### src/rtl/rtg_pkg.sv
package rtg_pkg;
    localparam int POS_W  = 12;
    localparam int LINE_W = 10;
    localparam int OFF_W  = 10;

    localparam logic [LINE_W-1:0] FRAME_525  = LINE_W'(525);
    localparam logic [LINE_W-1:0] FRAME_625  = LINE_W'(625);
    localparam logic [LINE_W-1:0] RESET_LINE = LINE_W'(64);

    typedef struct packed {
        logic [POS_W-1:0]  h;
        logic [LINE_W-1:0] line;
        logic              std;
    } raster_t;

    typedef struct packed {
        logic [OFF_W-1:0] pend;
        logic [OFF_W-1:0] act;
    } hsoff_t;

    function automatic logic in_rng(input logic [LINE_W-1:0] v, input int lo, input int hi);
        return (int'(v) >= lo) && (int'(v) <= hi);
    endfunction
endpackage

### src/rtl/rtg_hv_counter.sv
module rtg_hv_counter
    import rtg_pkg::*;
#(
    parameter int H_TOTAL_525 = 1716,
    parameter int H_TOTAL_625 = 1728
) (
    input  logic    clk,
    input  logic    rst_n,
    input  logic    std_req,
    output raster_t pos_o,
    output logic    line_end_o
);
    localparam logic [POS_W-1:0] LAST_525 = POS_W'(H_TOTAL_525 - 1);
    localparam logic [POS_W-1:0] LAST_625 = POS_W'(H_TOTAL_625 - 1);

    raster_t pos_d, pos_q;
    logic    line_end;

    always_comb begin
        pos_d    = pos_q;
        line_end = (pos_q.h == (pos_q.std ? LAST_625 : LAST_525));
        if (line_end) begin
            pos_d.h = '0;
            if (pos_q.line == (pos_q.std ? FRAME_625 : FRAME_525)) begin
                pos_d.line = LINE_W'(1);
                pos_d.std  = std_req;
            end else begin
                pos_d.line = pos_q.line + LINE_W'(1);
            end
        end else begin
            pos_d.h = pos_q.h + POS_W'(1);
        end
    end

    always_ff @(posedge clk or negedge rst_n) begin
        if (!rst_n) begin
            pos_q.h    <= '0;
            pos_q.line <= RESET_LINE;
            pos_q.std  <= 1'b0;
        end else begin
            pos_q <= pos_d;
        end
    end

    assign pos_o      = pos_q;
    assign line_end_o = line_end;
endmodule

### src/rtl/rtg_line_decode.sv
module rtg_line_decode
    import rtg_pkg::*;
(
    input  logic              std,
    input  logic [LINE_W-1:0] line,
    input  logic              upper,
    input  logic              ped_en,
    output logic              vblank_o,
    output logic              burst_line_o,
    output logic              ped_line_o,
    output logic              vs_o,
    output logic              field_o
);
    always_comb begin
        if (!std) begin
            vblank_o     = in_rng(line, 1, 9) || in_rng(line, 264, 272)
                         || (in_rng(line, 263, 263) && upper);
            burst_line_o = in_rng(line, 10, 263) || in_rng(line, 273, 525);
            ped_line_o   = ped_en && (in_rng(line, 23, 262) || in_rng(line, 286, 525));
            vs_o         = in_rng(line, 4, 6) || in_rng(line, 267, 268)
                         || (in_rng(line, 266, 266) && upper)
                         || (in_rng(line, 269, 269) && !upper);
            field_o      = !(in_rng(line, 4, 265) || (in_rng(line, 266, 266) && !upper));
        end else begin
            vblank_o     = in_rng(line, 1, 5) || in_rng(line, 311, 318)
                         || in_rng(line, 624, 625) || (in_rng(line, 623, 623) && upper);
            burst_line_o = in_rng(line, 6, 310) || in_rng(line, 319, 623);
            ped_line_o   = 1'b0;
            vs_o         = in_rng(line, 1, 2) || (in_rng(line, 3, 3) && !upper)
                         || (in_rng(line, 313, 313) && upper) || in_rng(line, 314, 315);
            field_o      = in_rng(line, 314, 625) || (in_rng(line, 313, 313) && upper);
        end
    end
endmodule

### src/rtl/rtg_hs_gen.sv
module rtg_hs_gen
    import rtg_pkg::*;
#(
    parameter int               H_TOTAL_525 = 1716,
    parameter int               H_TOTAL_625 = 1728,
    parameter int               HS_WIDTH    = 128,
    parameter logic [OFF_W-1:0] HSOFF_RST   = 10'h07E
) (
    input  logic             clk,
    input  logic             rst_n,
    input  logic             wr_en,
    input  logic [OFF_W-1:0] wr_data,
    input  logic             std,
    input  logic [POS_W-1:0] h,
    input  logic             line_end,
    output logic             hs_n_o
);
    localparam int EW = POS_W + 1;

    hsoff_t        off_d, off_q;
    logic [EW-1:0] total, twice, fall, stop, h_ext;

    always_comb begin
        off_d = off_q;
        if (line_end) off_d.act  = off_q.pend;
        if (wr_en)    off_d.pend = wr_data;
    end

    always_ff @(posedge clk or negedge rst_n) begin
        if (!rst_n) begin
            off_q.pend <= HSOFF_RST;
            off_q.act  <= HSOFF_RST;
        end else begin
            off_q <= off_d;
        end
    end

    always_comb begin
        total  = std ? EW'(H_TOTAL_625) : EW'(H_TOTAL_525);
        twice  = EW'({off_q.act, 1'b0});
        fall   = (twice >= total) ? (twice - total) : twice;
        stop   = fall + EW'(HS_WIDTH);
        h_ext  = EW'(h);
        hs_n_o = !((h_ext >= fall) && (h_ext < stop));
    end
endmodule

### src/rtl/rtg_raster_top.sv
module rtg_raster_top
    import rtg_pkg::*;
#(
    parameter int               H_TOTAL_525 = 1716,
    parameter int               H_TOTAL_625 = 1728,
    parameter int               HS_WIDTH    = 128,
    parameter int               BURST_START = 148,
    parameter int               BURST_LEN   = 68,
    parameter logic [OFF_W-1:0] HSOFF_RST   = 10'h07E
) (
    input  logic              clk,
    input  logic              rst_n,
    input  logic              std_625_sel,
    input  logic              ped_en,
    input  logic              hsoff_we,
    input  logic [OFF_W-1:0]  hsoff_wdata,
    output logic              pix_en,
    output logic [POS_W-1:0]  h_pos,
    output logic [LINE_W-1:0] line_num,
    output logic              std_act,
    output logic              csync_n,
    output logic              hs_n,
    output logic              vs,
    output logic              field,
    output logic              vblank,
    output logic              burst_gate,
    output logic              ped_gate
);
    localparam logic [POS_W-1:0] HALF_525 = POS_W'(H_TOTAL_525 / 2);
    localparam logic [POS_W-1:0] HALF_625 = POS_W'(H_TOTAL_625 / 2);
    localparam logic [POS_W-1:0] SYNC_W   = POS_W'(HS_WIDTH);
    localparam logic [POS_W-1:0] B_FIRST  = POS_W'(BURST_START);
    localparam logic [POS_W-1:0] B_STOP   = POS_W'(BURST_START + BURST_LEN);

    raster_t          pos;
    logic             line_end, upper, burst_line, ped_line, vs_int;
    logic [POS_W-1:0] half, h_in_half;

    rtg_hv_counter #(
        .H_TOTAL_525(H_TOTAL_525),
        .H_TOTAL_625(H_TOTAL_625)
    ) u_cnt (
        .clk       (clk),
        .rst_n     (rst_n),
        .std_req   (std_625_sel),
        .pos_o     (pos),
        .line_end_o(line_end)
    );

    assign half  = pos.std ? HALF_625 : HALF_525;
    assign upper = (pos.h >= half);

    rtg_line_decode u_dec (
        .std         (pos.std),
        .line        (pos.line),
        .upper       (upper),
        .ped_en      (ped_en),
        .vblank_o    (vblank),
        .burst_line_o(burst_line),
        .ped_line_o  (ped_line),
        .vs_o        (vs_int),
        .field_o     (field)
    );

    rtg_hs_gen #(
        .H_TOTAL_525(H_TOTAL_525),
        .H_TOTAL_625(H_TOTAL_625),
        .HS_WIDTH   (HS_WIDTH),
        .HSOFF_RST  (HSOFF_RST)
    ) u_hs (
        .clk     (clk),
        .rst_n   (rst_n),
        .wr_en   (hsoff_we),
        .wr_data (hsoff_wdata),
        .std     (pos.std),
        .h       (pos.h),
        .line_end(line_end),
        .hs_n_o  (hs_n)
    );

    always_comb begin
        h_in_half = upper ? (pos.h - half) : pos.h;
        if (vs_int) csync_n = !(h_in_half < (half - SYNC_W));
        else        csync_n = !(pos.h < SYNC_W);
    end

    assign burst_gate = burst_line && (pos.h >= B_FIRST) && (pos.h < B_STOP);
    assign ped_gate   = ped_line;
    assign vs         = vs_int;
    assign pix_en     = !pos.h[0];
    assign h_pos      = pos.h;
    assign line_num   = pos.line;
    assign std_act    = pos.std;
endmodule

### config.mk
export PLATFORM = sky130hd
export DESIGN_NAME = rtg_raster_top
export DESIGN_NICKNAME = d
export VERILOG_FILES = /design/src/rtl/rtg_pkg.sv /design/src/rtl/rtg_hv_counter.sv /design/src/rtl/rtg_line_decode.sv /design/src/rtl/rtg_hs_gen.sv /design/src/rtl/rtg_raster_top.sv
export SDC_FILE = /design/constraint.sdc
export NUM_CORES = 1
export LEC_CHECK = 0
export ABC_AREA = 1
export CAP_MARGIN = 40
export CORE_MARGIN = 10
export CORE_UTILIZATION = 50
export CTS_CLUSTER_SIZE = 30
export DETAILED_ROUTE_END_ITERATION = 6
export HOLD_SLACK_MARGIN = 0.08
export PLACE_DENSITY = 0.84
export SYNTH_ARGS = -nofsm -noshare
export SYNTH_HDL_FRONTEND = slang
export SYNTH_SLANG_ARGS = --single-unit
### constraint.sdc
create_clock -name clk -period 3.46 [get_ports clk]
set_input_delay 0.692 -clock clk [delete_from_list [all_inputs] [get_ports clk]]
set_output_delay 0.692 -clock clk [all_outputs]
set_load 0.02 [all_outputs]
# == Yosys cells after proc, flatten, opt, wreduce, memory -nomap -nowiden ==
# Cells that the tools add are included.
# op_classes
addsub,6
magnitude_cmp,46
n_eq_ne,2
mux,14
reduce_logical,57
# op_table
operator,count
>= comparator 10 x 9 -> 1 bit (second input constant),11
<= comparator 10 x 9 -> 1 bit (second input constant),11
logical AND 1 bit,34
<= comparator 10 bit (second input constant),3
less-than comparator 12 x 8 -> 1 bit (second input constant),2
two-way mux 12 bit,2
>= comparator 10 bit (second input constant),2
>= comparator 10 x 3 -> 1 bit (second input constant),2
<= comparator 10 x 2 -> 1 bit (second input constant),2
<= comparator 10 x 3 -> 1 bit (second input constant),2
logical OR 1 bit,16
two-way mux 7 bit,2
adder 13 x 8 -> 13 bit (second input constant),1
>= comparator 11 x 13 -> 1 bit,1
>= comparator 12 x 13 -> 1 bit,1
less-than comparator 12 x 13 -> 1 bit,1
two-way mux 13 bit,1
subtractor 11 x 13 -> 13 bit,1
adder 12 x 1 -> 12 bit (second input constant),1
== test 12 bit,1
>= comparator 12 x 10 -> 1 bit,1
>= comparator 12 x 8 -> 1 bit (second input constant),1
less-than comparator 12 bit,1
subtractor 12 x 10 -> 12 bit,1
other kinds (14),24
# word_totals
register_bits,43
out_inout_bits,31

# == Longest topological paths before layout ==
# Gate-level depths: netlist (run 1).
# logic_depth
depth_word,9
depth_mapped,27

# == Modules after synthesis ==
# Synthesis (run 1) repeated with hierarchy kept, for this count alone.
# hier_totals
cells_unflattened,726
hier_area_um2,4580.6
# modules_own_cells
module,n_inst,cells_per_inst,area_per_inst_um2,seq_area_each_um2
rtg_hs_gen,1,225,1722.9,515.5
rtg_hv_counter,1,187,1372.6,576.8
rtg_line_decode,1,174,774.5,0.0
rtg_raster_top,1,140,710.7,0.0

# == Worst setup path before layout (run 1) ==
# Ideal clock, no wire load.
# synth_path
kind,register to output
startpoint,reg u_cnt.pos_o[0] (netlist name)
endpoint,out hs_n
t_arrival_ns,3.220
setup_slack_ns,-0.452
stages_incl_launch_ff,24
cell_sequence,dfrtp_1 buf_6 inv_4 ha_1 a21oi_1 nor2_1 o21ai_2 nand3_2 inv_1 nand2_1 o31ai_1 inv_1 ha_1 a21oi_1 o21ai_0 o21bai_1 inv_1 o21bai_1 nand3_1 nand2_1 nand2_1 nand2_1 nand2_1 nand2_1
# synth_via
elab_chain_len,7
# synth_rtl
item,line_no,source
two-way mux 7 bit *,rtg_hs_gen.sv:39,total = std ? EW'(H_TOTAL_625) : EW'(H_TOTAL_525);
subtractor 11 x 13 -> 13 bit / >= comparator 11 x 13 -> 1 bit (equally long branches),rtg_hs_gen.sv:41,fall = (twice >= total) ? (twice - total) : twice;
two-way mux 13 bit *,rtg_hs_gen.sv:41,
adder 13 x 8 -> 13 bit,rtg_hs_gen.sv:42,stop = fall + EW'(HS_WIDTH);
less-than comparator 12 x 13 -> 1 bit,rtg_hs_gen.sv:44,hs_n_o = !((h_ext >= fall) && (h_ext < stop));
logical AND 1 bit *,rtg_hs_gen.sv:44,
zero test 1 bit *,rtg_hs_gen.sv:44,
to (decl),rtg_raster_top.sv:22,"output logic hs_n,"
# Mark *: on every way between the ends. The rest lies on a longest branch, timed or not.

# == Worst setup path in the final report (run 1) ==
# layout_path
startpoint,reg u_cnt.pos_o[0] (netlist name)
endpoint,out hs_n
# layout_via
elab_chain_len,7
# layout_rtl
item,line_no
two-way mux 7 bit *,rtg_hs_gen.sv:39
subtractor 11 x 13 -> 13 bit / >= comparator 11 x 13 -> 1 bit (equally long branches),rtg_hs_gen.sv:41
two-way mux 13 bit *,rtg_hs_gen.sv:41
adder 13 x 8 -> 13 bit,rtg_hs_gen.sv:42
less-than comparator 12 x 13 -> 1 bit,rtg_hs_gen.sv:44
logical AND 1 bit *,rtg_hs_gen.sv:44
zero test 1 bit *,rtg_hs_gen.sv:44
# Marks and branches as above.

==> results.sh, run 1 <==
export IMPL_cts_buffer_depth=2
export IMPL_die_x_um=112.6
export IMPL_arrival_ns=3.51
export IMPL_critPathCapture="hs_n"
export IMPL_finalCritPeriodShare_pct=121.4
export IMPL_yosysSeqAreaShare_pct=25.47
export IMPL_critPathKind="flop to primary output"
export IMPL_pwr_share_comb_pct=12.3
export IMPL_yosysTopAreaCell="dfrtp_1"
export IMPL_clk_root_buffer_cell="clkbuf_8"
export IMPL_ir_drop_mv=0.2833
export IMPL_tightest_slew_ns=0.5034
export IMPL_rsz0062_at_grt="true"
export IMPL_grt_total_usage_pct=21.89
export IMPL_cts_sinks=43
export IMPL_core_area_um2=8299
export IMPL_finalSetupTns_ns=-1.459
export IMPL_clk_latency_ns=0.31
export IMPL_power_frac_clock_pct=35.1
export IMPL_postSynthCellCount=657
export IMPL_endpoint_kind="primary output"
export IMPL_timing_hold_worst_class="input port to asynchronous set/reset pin"
export IMPL_drv_cap=0
export IMPL_yosys_area_top_type_share_pct=17.51
export IMPL_place_ws_ns=-0.8455
export IMPL_p_sw_w=0.0002706
export IMPL_outcome="finished, violations left"
export IMPL_finish_utilization_pct=70.16
export IMPL_grt_max_degree=35
export IMPL_wl_per_cell_um=16.06
export IMPL_yosysMostFrequentCell="nand2_1"
export IMPL_htree_num_levels=2
export IMPL_switching_share_pct=27.11
export IMPL_reg2reg_from="u_cnt.pos_o[0]"
export IMPL_start_kind="flop"
export IMPL_rr_endpoint="u_cnt.pos_o[9]"
export IMPL_grt_pass1_wl_mm=23.65
export IMPL_wl_mm=14.36
export IMPL_first_iter_violations=332
export IMPL_cp_max_fo=8
export IMPL_synth_seq_cells=43
export IMPL_grt_pass1_vias=4955
export IMPL_p_int_w=0.0007277
export IMPL_yosysWarnings=0
export IMPL_leakage_nw=2.988
export IMPL_crit_start="u_cnt.pos_o[0]"
export IMPL_ff2ff_setup_slack_ns=0.70
export IMPL_setup_violations=4
export IMPL_synth_edff_count=0
export IMPL_crit_required_ns=2.77
export IMPL_netlist_top_cells_count="179 x nand2_1, 92 x inv_1, 63 x nor2_1"
export IMPL_relSlewSlack_pct=66.36
export IMPL_nNetsFinal=836
export IMPL_synth_nets=705
export IMPL_slew_violations=0
export IMPL_clkTransAtPathRegs_ns=0.10
export IMPL_cellPowerDensity_nw_per_um2=171.4
export IMPL_via_per_inst=5.556
export IMPL_timing_hold_ws_ns=0.2347
export IMPL_ys_flop_type="dfrtp_1"
export IMPL_ioPinCount=46
export IMPL_portBuffers=45
export IMPL_min_period_ns=4.200
export IMPL_antenna_left=0
export IMPL_hpwlAfterDp_mm=11.23
export IMPL_fmax_ghz=0.2381
export IMPL_p_total_w=0.0009983
export IMPL_synth_distinct_cells=49
export IMPL_seq_power_share_pct=52.6
export IMPL_die_y_um=112.6
export IMPL_violations="setup timing"
export IMPL_cts_inserted_buffers=5
export IMPL_syn_area_per_cell_um2=6.526
export IMPL_reg2reg_depth=12
export IMPL_netlist_area_um2=4288
export IMPL_grt_ovfl_total=0
export IMPL_num_rows=33
export IMPL_synthTopCellsByArea="dfrtp_1 18%, nand2_1 16%, ha_1 9.6%, inv_1 8.1%, dfstp_2 8.0%"
export IMPL_drc=0
export IMPL_antenna_cells=0
export IMPL_die_area_um2=12680
export IMPL_final_hold_viol_count=0
export IMPL_layout_drive_gt1_share_pct=24.71
export IMPL_cts_hold_repair_buffers=0
export IMPL_num_vias=4967
export IMPL_gp_congestion=0.9460
export IMPL_drt_pre_antenna_iters=7
export IMPL_cts_tree="built"
export IMPL_setup_slack_ns=-0.7396
export IMPL_antenna_found_initial=0
export IMPL_clock_skew_ns=0.007770
export IMPL_initial_utilization_pct=51.67
export IMPL_area_delta_synth_final_pct=35.80
export IMPL_ys_async_sr_fraction_pct=100.0
critical path, stage by stage, from the launching register on:
cell	delay [ns]
dfrtp_2	0.51
inv_8	0.05
ha_4	0.30
buf_4	0.13
nand2_4	0.08
nor3_4	0.13
nand3_2	0.13
nand3_4	0.16
inv_4	0.06
o31ai_4	0.16
inv_1	0.10
ha_4	0.22
a21oi_1	0.12
o21ai_1	0.10
o21bai_1	0.18
inv_1	0.09
o21bai_1	0.16
nand3_1	0.10
nand2_1	0.07
nand2_1	0.05
nand2_1	0.06
nand2_1	0.06
nand2_2	0.07
buf_6	0.11
logic make-up after synthesis:
group                      count (synthesis)  synth area share [%]
and+or+nand+nor                          349                 36.45
buffers and inverters                    114                 11.09
AOI/OAI and AO/OA                        102                 13.86
DFF                                       43                 25.47
adders and majority gates                 33                 9.630
xor gates and xnor gates                  12                 2.451
muxes                                      4                 1.050
final cells by class:
type                       count  area [um^2]
clock buffer                   5        68.82
clock inverter                 3        26.28
fill                         668         2476
inverter                     103        399.1
multi-input combinational    500         2965
sequential                    43         1094
tap                          105        131.4
timing repair buffer         135         1139
flip-flops by register name, indices dropped and copies added, names as in the netlist:
register,cells
u_cnt.pos_o,23
u_hs.off_q,20
worst min-delay path by stage:
stage | slack (ns) | cells after the start | end | startpoint
2_1_floorplan | 0.40 | 0 | u_cnt.pos_o[0] | rst_n
3_3_place_gp | 0.47 | 2 | u_hs.off_q[15] | u_hs.off_q[15]
3_5_place_dp | 0.48 | 2 | u_hs.off_q[15] | u_hs.off_q[15]
4_1_cts | 0.23 | 1 | u_cnt.pos_o[8] | rst_n
5_1_grt | 0.24 | 1 | u_cnt.pos_o[8] | rst_n
6_report | 0.23 | 1 | u_cnt.pos_o[2] | rst_n
stage by stage:
stage / cell area, um^2 / instances
after floorplan: 4368 / 657
after global placement: 5484 / 879
after detailed placement: 5504 / 880
after CTS: 5733 / 892
after global routing: 5823 / 894
final: 5823 / 894
power by group through the flow:
stage	combinational, W	clock (W)	sequential (W)
floorplan	0.0000560	0	0.000533
global placement	0.000110	0	0.000533
detailed placement	0.000118	0	0.000534
CTS	0.000120	0.000358	0.000525
global route	0.000137	0.000380	0.000526
finish	0.000123	0.000350	0.000525
cells in the final DEF (no fill, tap or decap), types with 4 or more instances in the layout:
cell type and count:
mux2_2 4, inv_2 12, buf_4 89, nand2_4 5
nor3_2 5, nand4_1 13, nand2_2 9, ha_1 24
nand3_1 40, dfstp_2 13, o21ai_1 9, nand3_2 5
ha_4 7, inv_1 88, nand2_1 172, nor2_1 61
nor2_2 5, clkbuf_8 5, a21oi_1 25, o21ai_0 35
nor2_4 6, xor2_1 10, clkdlybuf4s50_1 37, dfrtp_1 29
nor3_1 19
routing by layer:
| metal | vias up | global-route usage, % | part of all wire (%) |
|---|---|---|---|
| met2 | 202 | 38.06 | 50 |
| li1 | 2415 | - | - |
| met4 | 0 | 6.430 | 2.1 |
| met1 | 2323 | 26.62 | 41 |
| met3 | 27 | 4.153 | 7.4 |
| met5 | - | 0 | 0 |
what timing repair did:
action / in CTS / in global routing
pin swaps: 12 / 8
buffers inserted: 4 / 2
gates resized for setup: 35 / 21
endpoints found under the setup margin: 6 / 6
(Power assumes the default switching activity.)
==> inputs of run 2 (changes only) <==
==> constraint.sdc (replaced) <==
create_clock -name clk -period 3.4 [get_ports clk]
set_input_delay 0.68 -clock clk [delete_from_list [all_inputs] [get_ports clk]]
set_output_delay 0.68 -clock clk [all_outputs]
set_load 0.02 [all_outputs]
==> run 2 against run 1 <==
Compared with the run above: the run still ends with setup timing left; via count increased by 1.0%; cell area grew 0.34%; worst hold slack lost 0.0086 ns; largest cell class unchanged; largest power group unchanged; highest routed layer unchanged.
==> results.sh, run 2 (same netlist as run 1, synthesis figures left out) <==
export IMPL_rsz0062_at_grt="true"
export IMPL_nNetsFinal=836
export IMPL_setup_slack_ns=-0.7419
export IMPL_clk_latency_ns=0.31
export IMPL_via_per_inst=5.612
export IMPL_cts_inserted_buffers=5
export IMPL_hpwlAfterDp_mm=11.12
export IMPL_core_area_um2=8299
export IMPL_antenna_found_initial=0
export IMPL_violations="setup timing"
export IMPL_finalSetupTns_ns=-1.461
export IMPL_layout_area_seq_um2=1094
export IMPL_antenna_cells=0
export IMPL_tightest_slew_ns=0.5250
export IMPL_p_int_w=0.0008128
export IMPL_cts_sinks=43
export IMPL_finish_utilization_pct=70.41
export IMPL_clk_root_buffer_cell="clkbuf_8"
export IMPL_cts_buffer_depth=2
export IMPL_drt_pre_antenna_iters=5
export IMPL_placedCellCount=873
export IMPL_pwr_share_comb_pct=11.8
export IMPL_htree_num_levels=2
export IMPL_switching_share_pct=25.01
export IMPL_drc=0
export IMPL_clock_skew_ns=0.01244
export IMPL_multi_input_area_um2=2950
export IMPL_arrival_ns=3.46
export IMPL_antenna_left=0
export IMPL_relSlewSlack_pct=64.92
export IMPL_timing_hold_ws_ns=0.2261
export IMPL_gp_congestion=0.9945
export IMPL_grt_ovfl_total=0
export IMPL_grt_max_degree=34
export IMPL_leakage_nw=2.957
export IMPL_endpoint_kind="primary output"
export IMPL_largest_register_ffs=23
export IMPL_crit_required_ns=2.72
export IMPL_seq_power_share_pct=49.3
export IMPL_drv_cap=0
export IMPL_wl_mm=14.54
export IMPL_wl_per_cell_um=16.27
export IMPL_min_period_ns=4.142
export IMPL_most_common_layout_cells="170 x nand2_1, 88 x inv_1, 87 x buf_4"
export IMPL_grt_pass1_vias=4943
export IMPL_grt_total_usage_pct=21.55
export IMPL_start_kind="flop"
export IMPL_clkTransAtPathRegs_ns=0.10
export IMPL_stdcell_count=894
export IMPL_setup_violations=4
export IMPL_first_iter_violations=348
export IMPL_initial_utilization_pct=51.67
export IMPL_ioPinCount=46
export IMPL_die_y_um=112.6
export IMPL_nFillCells=667
export IMPL_cp_max_fo=4
export IMPL_critPathKind="flop to primary output"
export IMPL_timing_hold_worst_class="input port to asynchronous set/reset pin"
export IMPL_p_sw_w=0.0002711
export IMPL_ir_drop_mv=0.2414
export IMPL_cellPowerDensity_nw_per_um2=185.5
export IMPL_final_hold_viol_count=0
export IMPL_area_delta_synth_final_pct=36.27
export IMPL_power_frac_clock_pct=38.9
export IMPL_cts_tree="built"
export IMPL_portBuffers=45
export IMPL_outcome="finished, violations left"
export IMPL_layout_drive_gt1_share_pct=25.48
export IMPL_die_area_um2=12680
export IMPL_fmax_ghz=0.2414
export IMPL_num_rows=33
export IMPL_slew_violations=0
export IMPL_die_x_um=112.6
export IMPL_grt_pass1_wl_mm=23.26
export IMPL_finalCritPeriodShare_pct=121.8
export IMPL_num_vias=5017
export IMPL_final_common_cell="nand2_1"
run 2: timing repair:
| action | 4_1_cts | 5_1_grt |
|---|---|---|
| pin swaps | 12 | 6 |
| buffers inserted | 10 | 3 |
| gates resized for setup | 33 | 25 |
| endpoints found under the setup margin | 6 | 5 |
| hold buffers | 0 | 0 |
run 2: worst max-delay path: stages, from the launching register on:
cell and delay, ns:
dfrtp_2 0.50, buf_12 0.16, ha_4 0.24, buf_4 0.15
nand4_1 0.17, nand3_2 0.12, buf_4 0.15, buf_4 0.12
buf_4 0.12, nor2_1 0.13, inv_1 0.08, a21boi_2 0.24
nand3_1 0.13, xnor2_1 0.15, ha_1 0.28, nand2_1 0.07
nand2_1 0.05, a21boi_2 0.12, nand2_2 0.06, buf_6 0.13
run 2: per-layer routing:
| metal | up-vias | global-route usage, % | share of wire [%] |
|---|---|---|---|
| li1 | 2412 | - | - |
| met1 | 2349 | 26.42 | 41 |
| met2 | 216 | 37.94 | 50 |
| met3 | 40 | 2.875 | 6.2 |
| met4 | 0 | 6.684 | 2.2 |
| met5 | - | 0 | 0 |
run 2: power groups by stage:
stage               combinational, W  clock (W)  sequential, W
floorplan                  0.0000570          0       0.000543
global placement            0.000112          0       0.000543
detailed placement          0.000118          0       0.000543
CTS                         0.000120   0.000424       0.000535
global route                0.000142   0.000446       0.000536
finish                      0.000128   0.000422       0.000534
run 2: cell type report:
type / count / share of cell area [%]
clock inverter: 3 / 0.8137
timing repair buffer: 135 / 19.76
inverter: 103 / 6.788
sequential: 43 / 18.72
clock buffer: 5 / 1.178
tap: 105 / 2.248
multi-input combinational: 500 / 50.49
run 2: worst paths after layout:
kind,from,endpoint,slack [ns],cells after the start
worst min-delay path,rst_n,u_cnt.pos_o[4],0.23,1
worst max-delay path,u_cnt.pos_o[0],hs_n,-0.74,19
max in group asynchronous,rst_n,u_hs.off_q[16],2.64,2
worst min register to register,u_hs.off_q[15],u_hs.off_q[15],0.48,2
min in group clk,u_hs.off_q[15],u_hs.off_q[15],0.48,2
worst max register to register,u_cnt.pos_o[0],u_cnt.pos_o[10],0.51,15
run 2: through the flow:
step | area [um^2] | setup slack, ns | total power [W]
2_1_floorplan | 4370 | -0.1885 | 0.0005997
3_3_place_gp | 5434 | -0.7727 | 0.0006549
3_5_place_dp | 5454 | -0.8007 | 0.0006610
4_1_cts | 5719 | -0.6317 | 0.001078
5_1_grt | 5843 | -0.9867 | 0.001124
6_report | 5843 | -0.7419 | 0.001084
